[src/rtl/trap_pkg.sv]
package trap_pkg;

    typedef enum logic [1:0] {
        SEQ_IDLE = 2'd0,
        SEQ_PUSH = 2'd1,
        SEQ_VEC  = 2'd2
    } seq_state_e;

    localparam int STAT_TRAP_POS = 0;
    localparam int STAT_UFB_POS  = 1;

    typedef struct packed {
        logic ufb;
        logic trap;
    } trap_stat_t;

    // set has priority over a software clear; a write of 1 is a no-op
    function automatic logic next_trap(input logic cur, input logic set,
                                       input logic wr, input logic wval);
        if (set)
            return 1'b1;
        else if (wr && !wval)
            return 1'b0;
        else
            return cur;
    endfunction

endpackage

[src/rtl/trap_status_reg.sv]
module trap_status_reg
    import trap_pkg::*;
#(
    parameter int DW = 8
) (
    input  logic          clk,
    input  logic          rst,
    input  logic          set,
    input  logic          third,
    input  logic          wr,
    input  logic          wval,
    output trap_stat_t    stat,
    output logic [DW-1:0] rdata
);

    trap_stat_t stat_q;

    always_ff @(posedge clk) begin
        if (rst) begin
            stat_q <= '0;
        end else begin
            stat_q.trap <= next_trap(stat_q.trap, set, wr, wval);
            if (set)
                stat_q.ufb <= third;
        end
    end

    always_comb begin
        rdata                = '0;
        rdata[STAT_TRAP_POS] = stat_q.trap;
        rdata[STAT_UFB_POS]  = stat_q.ufb;
    end

    assign stat = stat_q;

endmodule

[src/rtl/trap_push_seq.sv]
module trap_push_seq
    import trap_pkg::*;
#(
    parameter int          AW       = 16,
    parameter int          DW       = 8,
    parameter logic [AW-1:0] VEC_ADDR = '0
) (
    input  logic          clk,
    input  logic          rst,
    input  logic          start,
    input  logic [AW-1:0] pc,
    input  logic [AW-1:0] sp,
    output logic          accepted,
    output logic          busy,
    output logic          mem_we,
    output logic [AW-1:0] mem_addr,
    output logic [DW-1:0] mem_wdata,
    output logic          sp_wr_en,
    output logic [AW-1:0] sp_wr_val,
    output logic          vec_load,
    output logic [AW-1:0] vec_addr
);

    localparam int NB = AW / DW;
    localparam int IW = (NB > 1) ? $clog2(NB) : 1;
    localparam logic [IW-1:0] LAST_IDX = IW'(NB - 1);

    seq_state_e    state_q;
    logic [IW-1:0] idx_q;
    logic [AW-1:0] pc_q;
    logic [AW-1:0] sp_q;
    logic [AW-1:0] sp_dec;
    logic [DW-1:0] byte_sel [NB];

    assign accepted = start && (state_q == SEQ_IDLE);
    assign sp_dec   = sp_q - AW'(1);

    // byte k of the push is PC byte NB-1-k (most significant first)
    for (genvar g = 0; g < NB; g++) begin : g_bytes
        assign byte_sel[g] = pc_q[(NB-1-g)*DW +: DW];
    end

    always_ff @(posedge clk) begin
        if (rst) begin
            state_q <= SEQ_IDLE;
            idx_q   <= '0;
            pc_q    <= '0;
            sp_q    <= '0;
        end else begin
            unique case (state_q)
                SEQ_IDLE: begin
                    if (start) begin
                        state_q <= SEQ_PUSH;
                        idx_q   <= '0;
                        pc_q    <= pc;
                        sp_q    <= sp;
                    end
                end
                SEQ_PUSH: begin
                    sp_q  <= sp_dec;
                    idx_q <= idx_q + IW'(1);
                    if (idx_q == LAST_IDX)
                        state_q <= SEQ_VEC;
                end
                SEQ_VEC:  state_q <= SEQ_IDLE;
                default:  state_q <= SEQ_IDLE;
            endcase
        end
    end

    always_comb begin
        mem_we    = (state_q == SEQ_PUSH);
        mem_addr  = mem_we ? sp_dec : '0;
        mem_wdata = mem_we ? byte_sel[idx_q] : '0;
        sp_wr_en  = mem_we;
        sp_wr_val = mem_addr;
        vec_load  = (state_q == SEQ_VEC);
        vec_addr  = vec_load ? VEC_ADDR : '0;
        busy      = (state_q != SEQ_IDLE);
    end

endmodule

[src/rtl/undef_trap_seq.sv]
module undef_trap_seq
    import trap_pkg::*;
#(
    parameter int            AW       = 16,
    parameter int            DW       = 8,
    parameter logic [AW-1:0] VEC_ADDR = '0
) (
    input  logic          clk,
    input  logic          rst,
    input  logic          undef_fetch,
    input  logic          third_byte,
    input  logic [AW-1:0] pc_in,
    input  logic [AW-1:0] sp_in,
    input  logic          stat_wr,
    input  logic          stat_wtrap,
    output logic [DW-1:0] stat_rdata,
    output logic          busy,
    output logic          mem_we,
    output logic [AW-1:0] mem_addr,
    output logic [DW-1:0] mem_wdata,
    output logic          sp_wr_en,
    output logic [AW-1:0] sp_wr_val,
    output logic          vec_load,
    output logic [AW-1:0] vec_addr
);

    logic       accepted;
    trap_stat_t stat;

    trap_push_seq #(.AW(AW), .DW(DW), .VEC_ADDR(VEC_ADDR)) u_seq (
        .clk       (clk),
        .rst       (rst),
        .start     (undef_fetch),
        .pc        (pc_in),
        .sp        (sp_in),
        .accepted  (accepted),
        .busy      (busy),
        .mem_we    (mem_we),
        .mem_addr  (mem_addr),
        .mem_wdata (mem_wdata),
        .sp_wr_en  (sp_wr_en),
        .sp_wr_val (sp_wr_val),
        .vec_load  (vec_load),
        .vec_addr  (vec_addr)
    );

    trap_status_reg #(.DW(DW)) u_stat (
        .clk   (clk),
        .rst   (rst),
        .set   (accepted),
        .third (third_byte),
        .wr    (stat_wr),
        .wval  (stat_wtrap),
        .stat  (stat),
        .rdata (stat_rdata)
    );

endmodule

[config.mk]
export PLATFORM = sky130hd
export DESIGN_NAME = undef_trap_seq
export DESIGN_NICKNAME = d
export VERILOG_FILES = /design/src/rtl/trap_pkg.sv /design/src/rtl/trap_status_reg.sv /design/src/rtl/trap_push_seq.sv /design/src/rtl/undef_trap_seq.sv
export SDC_FILE = /design/constraint.sdc
export NUM_CORES = 1
export LEC_CHECK = 0
export BUFFER_PORTS_ARGS = -buffer_cell sky130_fd_sc_hd__buf_4
export CORE_MARGIN = 2
export CORE_UTILIZATION = 52
export DETAILED_ROUTE_END_ITERATION = 10
export PLACE_DENSITY = 0.87
export SLEW_MARGIN = 20
export SYNTH_ARGS = -nofsm -noshare
export SYNTH_HDL_FRONTEND = slang
export SYNTH_HIERARCHICAL = 1
export SYNTH_SLANG_ARGS = --single-unit
[constraint.sdc]
create_clock -name clk -period 4.1 [get_ports clk]
set_input_delay 0.205 -clock clk [delete_from_list [all_inputs] [get_ports clk]]
set_output_delay 0.205 -clock clk [all_outputs]
set_load 0.02 [all_outputs]
Word-level counts from Yosys, hierarchy flattened. Index checks and enable logic that the tools add are counted.

Flip-flop bits (word level): 37. Bits of input ports: 38. Output and inout bits: 68.

Add/subtract/negate cells: 2. $lt $le $gt $ge: 1. Eq/ne operators: 4. Muxes and demuxes: 14. Bitwise logic cells: 1. Reduce and logical (&&, ||, !) cells: 10.

Operators by type and width (number): 2-to-1 mux 16 bit (2); 2-to-1 mux 8 bit (4); case mux 16 bit (2 select lines) (1); subtractor 16 x 1 -> 16 bit (second input constant) (1); AND reduction 2 bit (3); nonzero test 2 bit (3); 2-to-1 mux 2 bit (2); case mux 2 bit (2 select lines) (1); 2-to-1 mux 1 bit (3); == test 2 x 1 -> 1 bit (second input constant) (1); == test 2 bit (second input constant) (1); greater-or-equal comparator 2 bit (second input constant) (1); logical AND 1 bit (2); logical NOT 2 bit (1); inequality test 2 x 1 -> 1 bit (second input constant) (1); inequality test 2 bit (second input constant) (1); NOT 1 -> 2 bit (1); case mux 1 bit (2 select lines) (1); adder 1 bit (second input constant) (1); logical NOT 1 bit (1).

Depth between registers and ports, before layout.
Word-level depth: 5. Mapped depth: 8. Gate-level depth less buffers: 6.

Hierarchy. Netlist, hierarchy kept.

Modules (own cells, without submodules): trap_push_seq (instances 1, cells each 300, area each 2296.0 um^2); trap_status_reg (instances 1, cells each 16, area each 133.9 um^2).

Least setup slack after synthesis. No wires, ideal clock.

Path type: register to output. Start point: reg u_seq.sp_q[0]. End point: out sp_wr_val[14]. Arrival: 2.016 ns. Data required time: 3.895 ns. Path slack: 1.879 ns. Stages on the path, launching flop included: 9. Buffers on the path: 2. Cells stage by stage: dfxtp_1 -> inv_1 -> ha_1 -> nor3b_2 -> clkbuf_1 -> nand4_1 -> xor2_1 -> nor2_1 -> buf_4.

Word-level cells in the longest chain between the ends: 2.

Ends and longest elaborated chain: start, declared (line trap_push_seq.sv:31) `logic [AW-1:0] sp_q;`; start signal, assigned (line trap_push_seq.sv:56) `sp_q <= sp;`; start signal, assigned (line trap_push_seq.sv:60) `sp_q <= sp_dec;`; subtractor 16 x 1 -> 16 bit (line trap_push_seq.sv:36) `assign sp_dec = sp_q - AW'(1);`; 2-to-1 mux 16 bit (line trap_push_seq.sv:73) `mem_addr = mem_we ? sp_dec : '0;`; end, declared (line undef_trap_seq.sv:22) `output logic [AW-1:0] sp_wr_val,`.

No other way between the ends.

Worst setup path after layout.
Start point: reg u_seq.sp_q[0]. End point: out mem_addr[14].

Word-level cells in the longest chain between the ends: 2.

Ends and longest elaborated chain: subtractor 16 x 1 -> 16 bit (line trap_push_seq.sv:36); 2-to-1 mux 16 bit (line trap_push_seq.sv:73); end, declared (line undef_trap_seq.sv:19) `output logic [AW-1:0] mem_addr,`.

No other way between the ends.

==> results.cfg <==
[run_status]
run_status = finished, final reports clean

[power_and_ir_drop]
pwr-share-comb_pct = 33.7
p_leak_nw = 1.29
ir_worst_vdd_v = 0.000217
cellPowerDensity_mw_per_mm2 = 387
switchingPower_mw = 0.398
p_int_mw = 0.719
seq_power_share_pct = 39.0
clock_power_share_pct = 27.3
swShare_pct = 35.6

[drt]
vias = 2260
drtPass1Iterations = 5
wirelength_mm = 5.71
wl_met1_mm = 2.37
routed.top_layer = met4
first_iter_violations = 197
vias_per_cell = 5.42
wl_met2_mm = 2.81
drc = 0
dr_wl_met3_um = 406
ant_nets = 0
drt-wirelength-per-cell_um = 13.7

[timing]
worstMarginPinSlew_ps = 936
period_share_pct = 64.6
fin_worst_skew_ps = 3.71
finalHoldViolCount = 0
finalWorstSetupSlack_ps = 1450
rsz0062_at_grt = false
hold_ws_ps = 145
tns_ps = 0
slew_headroom_pct = 37.4
finalSetupViolations = 0
fin_crit_ps = 2650
fmax_mhz = 377
maxSlewViolCount = 0

[clock_network]
cts_sinks = 37
root_buffer = clkbuf_8
htreeDepth = 2
post_cts_buffers = 0
postCtsHoldBufs = 0
numCtsBuffers = 5
cts_resized = 0
clock_latency_ps = 290
cts_tree = yes
clk_pin_slew_ps = 70
clockBufferDepth = 2

[worst_setup_path]
cpMaxStageDelayCell = nor3b_2
slowest_delay_ps = 680
start_kind = flip-flop
crit_type = reg2out
r2r_slack_ps = 1760
worstPathMaxFanout = 13
crit_required_ps = 3890
cp-end-kind = output port
crit_chain = inv_1 > ha_1 > nor3b_2 > nand4_1 > xor2_1 > nor2_1 > buf_4
cp.arrival_ps = 2440

[cells_and_area]
nets = 404
drive_gt1_share_pct = 27.4
finalNonFillerCells = 417
antenna_cells = 0
syn2layout_area_growth_pct = 19.6

[grt]
grt_max_degree = 39
grt_usage_pct = 22.0
overflow = 0
grt_pass1_vias = 2020
grt_pass1_wl_mm = 9.08
antenna_found_initial = 0

[floorplan]
fp-row-count = 24
core_area_mm2 = 0.00441
die_h_um = 72.1
initial_utilization_pct = 54.7
die_w_um = 72.1
die-area_mm2 = 0.00520
ios = 106

[yosys]
syn_inst = 314
synth_area_mm2 = 0.00241
ys_warn_count = 6
synth.avg_cell_area_um2 = 7.69

[placement]
routabilityCongestion = 0.812
dp_slack_ps = 1820
io_buffers = 83
dp_hpwl_mm = 3.91
dpl.cell_count = 410

[worst_hold_path]
min_path_type = in2reg

[flow_run]
cap_violations = 0
## power by group through the flow
stage               clock network (mW)  registers (mW)  logic [mW]
detailed placement                   0           0.442       0.371
global placement                     0           0.440       0.365
floorplan                            0           0.427       0.310
global route                     0.320           0.440       0.411
CTS                              0.306           0.434       0.377
finish                           0.305           0.435       0.377
## metal layers
| metal | track usage (%) | vias to the layer above |
|---|---|---|
| met4 | 10.5 | 0 |
| met5 | 0 | - |
| met2 | 37.2 | 107 |
| li1 | - | 1114 |
| met1 | 26.8 | 1024 |
| met3 | 4.17 | 15 |
## placed cells by master, fill, tap and decap left out, drive strengths merged, types with 2 or more instances in the layout
cell / count
nand3b: 5
o32a: 2
dfxtp: 37
conb: 22
a31oi: 5
clkbuf: 5
nand3: 5
o211ai: 2
buf: 84
nand4: 4
nand2: 44
a22oi: 2
nor3b: 2
nand2b: 3
xor2: 8
o22ai: 5
a32oi: 2
o21ai: 4
a21oi: 31
nor3: 3
xnor2: 2
nor2: 39
o21a: 2
or3: 7
nor4: 4
mux2i: 9
inv: 7
## worst max-delay path: cells and delay by family (launching register included)
kind | cells | cell delay, ps
buffers and inverters | 2 | 260
DFF | 1 | 370
and+or+nand+nor | 3 | 1090
xor gates and xnor gates | 1 | 210
adders and majority gates | 1 | 230
## sequential cells by signal (all words and copies together), names as in the netlist
| register | flops |
|---|---|
| u_seq/byte_sel | 16 |
| u_seq/sp_q | 16 |
| u_seq/state_q | 2 |
| u_stat/rdata | 2 |
| u_seq/idx_q | 1 |
## stage by stage
| stage | cell area [µm²] | utilization [%] | total power, mW |
|---|---|---|---|
| after global placement | 2790 | 63.1 | 0.805 |
| after floorplan | 2490 | - | 0.738 |
| after CTS | 2890 | 65.4 | 1.12 |
| after detailed placement | 2790 | 63.1 | 0.813 |
| after global routing | 2890 | 65.4 | 1.17 |
| final | 2890 | 65.4 | 1.12 |
## worst paths after layout
| path | to | cells after the start | startpoint |
|---|---|---|---|
| worst max register to register | u_seq/sp_q[7] | 4 | u_seq/state_q[0] |
| worst min-delay path | u_seq/sp_q[0] | 3 | sp_in[0] |
| worst min register to register | u_seq/byte_sel[10] | 2 | u_seq/byte_sel[10] |
| worst max-delay path | mem_addr[14] | 7 | u_seq/sp_q[0] |
## final cells by class
class,instances,area [µm²]
inverters,7,26.3
clock buffers,5,68.8
flip-flops and latches,37,741
clock inverters,2,35.0
fillers,408,1530
well taps,52,65.1
multi-input cells,230,1320
repair buffers,84,631
Note: power is estimated with default switching activity, not from simulation.
